### config.mk
export PLATFORM = sky130hd
export DESIGN_NAME = onbInv
export DESIGN_NICKNAME = d
export VERILOG_FILES = /design/src/rtl/onbInvPkg.sv /design/src/rtl/onbInvCtrl.sv /design/src/rtl/onbInvDp.sv /design/src/rtl/onbInv.sv
export SDC_FILE = /design/constraint.sdc
export NUM_CORES = 1
export LEC_CHECK = 0
export BUFFER_PORTS_ARGS = -buffer_cell sky130_fd_sc_hd__buf_2
export CAP_MARGIN = 20
export CORE_MARGIN = 2
export CORE_UTILIZATION = 50
export CTS_CLUSTER_DIAMETER = 80
export DETAILED_ROUTE_END_ITERATION = 16
export PLACE_DENSITY = 0.68
export SYNTH_ARGS = -nofsm -noshare
export SYNTH_HDL_FRONTEND = slang
export SYNTH_SLANG_ARGS = --single-unit
### constraint.sdc
create_clock -name clk -period 1.46 [get_ports clk]
set_input_delay 0.292 -clock clk [delete_from_list [all_inputs] [get_ports clk]]
set_output_delay 0.292 -clock clk [all_outputs]
set_load 0.05 [all_outputs]
### src/rtl/onbInvPkg.sv
package onbInvPkg;

  // Strobes from the sequencer to the datapath, at most one high per cycle
  typedef struct packed {
    logic ldB;     // capture operand into the rotate register
    logic sqInit;  // first square straight into the running product
    logic ldD;     // next square into the parallel operand, clear accumulator
    logic accEn;   // one rotate-and-accumulate step
    logic wb;      // corrected product back into the running register
    logic fin;     // publish result, raise done
  } invStrb_t;

  // Position of basis element beta^(2^idx) inside the cyclic ring of size modP
  function automatic int expPos(input int idx, input int modP);
    int r;
    r = 1;
    for (int k = 0; k < idx; k++) r = (r * 2) % modP;
    return r;
  endfunction

endpackage

### src/rtl/onbInvCtrl.sv
module onbInvCtrl
  import onbInvPkg::*;
#(
  parameter int M = 4
) (
  input  logic     clk,
  input  logic     rstN,
  input  logic     start,
  output invStrb_t strb
);

  localparam int CW = $clog2(M + 1);
  localparam int MW = $clog2(M);
  localparam logic [CW-1:0] LAST_STEP = CW'(M);
  localparam logic [MW-1:0] MUL_ROUNDS = MW'(M - 2);

  typedef enum logic [2:0] {
    S_IDLE, S_SQ, S_LDD, S_ACC, S_WB, S_FIN
  } invState_t;

  invState_t state;
  logic [CW-1:0] stepCnt;
  logic [MW-1:0] mulLeft;

  always_ff @(posedge clk or negedge rstN) begin
    if (!rstN) begin
      state   <= S_IDLE;
      stepCnt <= '0;
      mulLeft <= '0;
    end else begin
      unique case (state)
        S_IDLE: if (start) begin
          state   <= S_SQ;
          mulLeft <= MUL_ROUNDS;
        end
        S_SQ:   state <= (mulLeft == '0) ? S_FIN : S_LDD;
        S_LDD: begin
          state   <= S_ACC;
          stepCnt <= '0;
        end
        S_ACC: begin
          if (stepCnt == LAST_STEP) state <= S_WB;
          else stepCnt <= stepCnt + 1'b1;
        end
        S_WB: begin
          mulLeft <= mulLeft - 1'b1;
          state   <= (mulLeft == MW'(1)) ? S_FIN : S_LDD;
        end
        S_FIN:  state <= S_IDLE;
        default: state <= S_IDLE;
      endcase
    end
  end

  always_comb begin
    strb        = '0;
    strb.ldB    = (state == S_IDLE) && start;
    strb.sqInit = (state == S_SQ);
    strb.ldD    = (state == S_LDD);
    strb.accEn  = (state == S_ACC);
    strb.wb     = (state == S_WB);
    strb.fin    = (state == S_FIN);
  end

  // accumulate window never runs past M+1 steps
  p_acc_window_r5: assert property (@(posedge clk) disable iff (!rstN)
    (state == S_ACC) |-> (stepCnt <= LAST_STEP));

  // a request during an active inversion does not end or restart it
  p_start_ignored_r7: assert property (@(posedge clk) disable iff (!rstN)
    (start && state != S_IDLE && state != S_FIN) |=> (state != S_IDLE && state != S_SQ));

  // strobes stay mutually exclusive
  p_strb_onehot: assert property (@(posedge clk) disable iff (!rstN)
    $onehot0(strb));

endmodule

### src/rtl/onbInvDp.sv
module onbInvDp
  import onbInvPkg::*;
#(
  parameter int M = 4
) (
  input  logic         clk,
  input  logic         rstN,
  input  invStrb_t     strb,
  input  logic [M-1:0] opB,
  output logic         done,
  output logic [M-1:0] inv
);

  localparam int P = M + 1;

  logic [M-1:0] tReg, tRot, invPerm;
  logic [P-1:0] dReg, sReg, accReg, permRot, accFix;

  // squaring in normal basis: one cyclic rotation toward the high end
  assign tRot = {tReg[M-2:0], tReg[M-1]};

  // forward map into the cyclic ring (position 0 stays empty) and back
  assign permRot[0] = 1'b0;
  for (genvar i = 0; i < M; i++) begin : g_perm
    localparam int POS = expPos(i, P);
    assign permRot[POS] = tRot[i];
    assign invPerm[i]   = sReg[POS];
  end

  // a set constant term is replaced by the sum of all other positions
  assign accFix = accReg[0] ? ~accReg : accReg;

  always_ff @(posedge clk or negedge rstN) begin
    if (!rstN) begin
      tReg   <= '0;
      dReg   <= '0;
      sReg   <= '0;
      accReg <= '0;
      done   <= 1'b0;
      inv    <= '0;
    end else begin
      done <= strb.fin;
      if (strb.ldB) tReg <= opB;
      if (strb.sqInit) begin
        tReg <= tRot;
        sReg <= permRot;
      end
      if (strb.ldD) begin
        tReg   <= tRot;
        dReg   <= permRot;
        accReg <= '0;
      end
      if (strb.accEn) begin
        accReg <= accReg ^ (sReg[0] ? dReg : '0);
        dReg   <= {dReg[P-2:0], dReg[P-1]};
        sReg   <= {1'b0, sReg[P-1:1]};
      end
      if (strb.wb)  sReg <= accFix;
      if (strb.fin) inv  <= invPerm;
    end
  end

  // done is a single-cycle pulse
  p_done_pulse_r6: assert property (@(posedge clk) disable iff (!rstN)
    done |=> !done);

  // the published result moves only together with done
  p_res_only_on_done_r6: assert property (@(posedge clk) disable iff (!rstN)
    !$stable(inv) |-> done);

  // the running product never carries a constant term outside accumulation
  p_pos0_clear_r2: assert property (@(posedge clk) disable iff (!rstN)
    !strb.accEn |-> (sReg[0] == 1'b0));

endmodule

### src/rtl/onbInv.sv
module onbInv
  import onbInvPkg::*;
#(
  parameter int M = 4
) (
  input  logic         clk,
  input  logic         rstN,
  input  logic         start,
  input  logic [M-1:0] opB,
  output logic         done,
  output logic [M-1:0] inv
);

  invStrb_t strb;

  onbInvCtrl #(.M(M)) u_ctrl (
    .clk   (clk),
    .rstN  (rstN),
    .start (start),
    .strb  (strb)
  );

  onbInvDp #(.M(M)) u_dp (
    .clk  (clk),
    .rstN (rstN),
    .strb (strb),
    .opB  (opB),
    .done (done),
    .inv  (inv)
  );

endmodule

==> summary.txt <==
Drt
  • Number of remaining DRC errors: 0
  • 1st-pass router iterations: 4
  • Final wirelength: 3580 um
  • Vias: 1327
  • Routed vias/inst: 5.60
  • Detailed Route Iter0 Violations: 66
  • Number of routed nets with antenna violations: 0
  • Wire per inst: 15.1 um

Cells and area
  • Nets: 202
  • Filler Cell Count: 294
  • Most common cell after layout, fill and taps aside: dfrtp_1
  • Register area: 802 um^2
  • Multi-input logic area: 878 um^2
  • Non-Filler Cell Area, Final: 2010 um^2
  • Area grow syn2layout: 10.7%
  • Layout cells sized above 1: 26.2%
  • Commonest non-fill, non-tap cells in the layout: dfrtp_1, nand2_1, buf_4
  • Fin util: 58.8%
  • Ant diodes: 0

Place
  • I/O Buffers: 11
  • Routability cong.: 0.786
  • Area of placed instances: 1950 um^2
  • Final HPWL DP: 2730 um

Worst setup path
  • Setup crit start kind: flop
  • CP Capture Type: flop
  • Flop2flop setup slack: 90 ps
  • Reg2reg end: u_dp.accReg[1]
  • R2R Path Start: u_ctrl.state[2]
  • Worst EP arrival: 1650 ps
  • WS Path Type: flop to flop
  • Worst reg2reg path depth: 4
  • Crit path max fanout: 21
  • CP required: 1740 ps

Logic synthesis
  • Cells after Synth: 170
  • Syn Nets: 181
  • Number of synthesized flops with an enable pin: 0
  • Mapped cell area: 1810 um^2
  • Post-synth cell types: 43
  • Share of the synthesized area in the top cell type: 44.1%
  • Syn avg cell area: 10.7 um^2
  • Top FF cell, synth: dfrtp_1
  • Synthesis-stage register bit count: 32
  • Area contributors post-synth: dfrtp_1, mux2i_1, nor4b_2
  • Sequential fraction of the synthesis area: 44.1%
  • Synth async-reset ratio: 100%
  • Top cell type by total area after synthesis: dfrtp_1
  • Ys Warns: 0

Clock tree
  • Post-CTS Setup Inserts: 0
  • Clk_lat worst skew: 330 ps
  • Clk slew on worst S/H paths: 100 ps
  • CTS Buf Count: 5
  • CTS tree: done
  • Clock root buffer: clkbuf_4
  • CTS H-tree depth: 2
  • CTS sink cnt: 32
  • CTS Buffer Depth: 2

GRT
  • Remaining Overflow, GRT: 0
  • Vias in the first global route: 1386
  • Initial antenna violation count: 0
  • First-pass GRT wire length: 6350 um
  • Total track usage: 20.0%
  • Largest net degree at the start of global routing: 22

Power
  • Worst IR drop on VDD: 1060 uV
  • PwrDens: 2300 nW/um^2
  • Design Power: 4.61 mW
  • P_leak: 0.983 nW

Min path
  • Hold_sp: opB[0]
  • Cell count of the worst hold path: 2
  • Hold EP: u_dp.tReg[0]
  • Worst hold path class: primary input to flop

Outcome
  • Status: finished, final reports clean

Run
  • Max-cap violations: 0

Timing
  • FMAX: 732 MHz
  • RSZ-0062 raised after global routing: false
  • Final Cycle Share: 93.6%
  • Fin Setup TNS: 0 ps
  • Final min period: 1370 ps
  • Fin. max-slew vios: 0
  • Fin. Hold Viols: 0
  • Worst Tran Pin Value: 405 ps
  • Slew margin rel.: 73.0%
  • Final Skew: 12.8 ps
  • Setup violations, final: 0

Floorplanning
  • Cell Rows: 21
  • CORE AREA: 3420 um^2
  • Initial Utilization: 53.1%
  • IO Count: 12
  • Chip width: 64.2 um
  • Die Footprint: 4130 um^2
  • Chip Height: 64.2 um
metrics by stage:
| step | hold WS, ps | setup WS (ps) | std cells |
|---|---|---|---|
| 5_1_grt | 242 | 19.3 | 237 |
| 6_report | 244 | 93.8 | 237 |
| 2_1_floorplan | -3.59 | 166 | 170 |
| 3_3_place_gp | 239 | 124 | 229 |
| 3_5_place_dp | 252 | 94.7 | 229 |
| 4_1_cts | 237 | 86.4 | 237 |
what timing repair did:
item / in CTS / in global routing
endpoints found under the setup margin: 0 / 2
resized for setup: 0 / 1
endpoints found under the hold margin: 16 / 0
hold buffers: 1 / 0
how the worst max path moves through the flow:
stage | startpoint | endpoint | slack [ps] | cells past startpoint
final | u_ctrl.state[2] | u_dp.accReg[1] | 90 | 4
after floorplan | u_ctrl.state[2] | u_dp.inv[0] | 170 | 5
after global placement | u_ctrl.state[2] | u_dp.accReg[1] | 120 | 4
after global routing | u_ctrl.state[1] | u_dp.tReg[3] | 20 | 4
after detailed placement | u_ctrl.state[2] | u_dp.accReg[1] | 90 | 4
after CTS | u_ctrl.state[2] | u_dp.accReg[1] | 90 | 4
per-layer routing:
layer	vias to the layer above	global-route usage, %	part of all wire, %
li1	650	-	-
met5	-	0	0
met2	21	33.1	47
met3	9	4.40	3.3
met4	0	9.31	1.8
met1	647	24.9	47
cells by family (layout without fill, tap and decap cells):
group           after synthesis  after routing  synth area share, %
simple gates                 54             54                 18.5
xor+xnor                      5              5                 2.41
mux                          13             13                 8.28
buf+inv                      22             43                 7.45
fa+ha+maj                     4              4                 2.76
compound gates               40             40                 16.5
flops                        32             32                 44.1
registers in the layout, indices dropped and copies added, names as in the netlist:
name            cells
u_ctrl.mulLeft      2
u_dp.done           1
u_dp.inv            4
u_dp.tReg           4
u_ctrl.state        3
u_ctrl.stepCnt      3
u_dp.sReg           5
u_dp.accReg         5
u_dp.dReg           5
cell usage after synthesis, types with 4 or more instances:
master   number
mux2i_1       9
inv_1         9
xor2_1        4
dfrtp_1      32
buf_6         5
ha_1          4
nand2_1      16
a211o_1       5
mux2_4        4
nor2_1        7
nor4b_2       5
o21ai_1       9
o21ai_0       5
and3_1        5
buf_2         6
cell type report:
| class | instances | share of cell area [%] |
|---|---|---|
| Clock buffer | 6 | 2.06 |
| Timing Repair Buffer | 27 | 9.47 |
| Clock inverter | 1 | 0.249 |
| Inverter | 9 | 1.68 |
| Sequential cell | 32 | 39.9 |
| Tap cell | 46 | 2.87 |
| Multi-Input combinational cell | 116 | 43.7 |
power breakdown:
| part | switching [mW] | total (mW) | internal (mW) |
|---|---|---|---|
| clock | 0.285 | 0.462 | 0.177 |
| sequential | 0.441 | 1.73 | 1.29 |
| combinational | 1.27 | 2.42 | 1.14 |
worst max-delay path, stage by stage (launching register included):
cell	delay, ps
dfrtp_1	490
nand2b_1	210
buf_4	220
nor4b_2	280
a211o_1	130
Note: power is estimated with default switching activity, not from simulation.
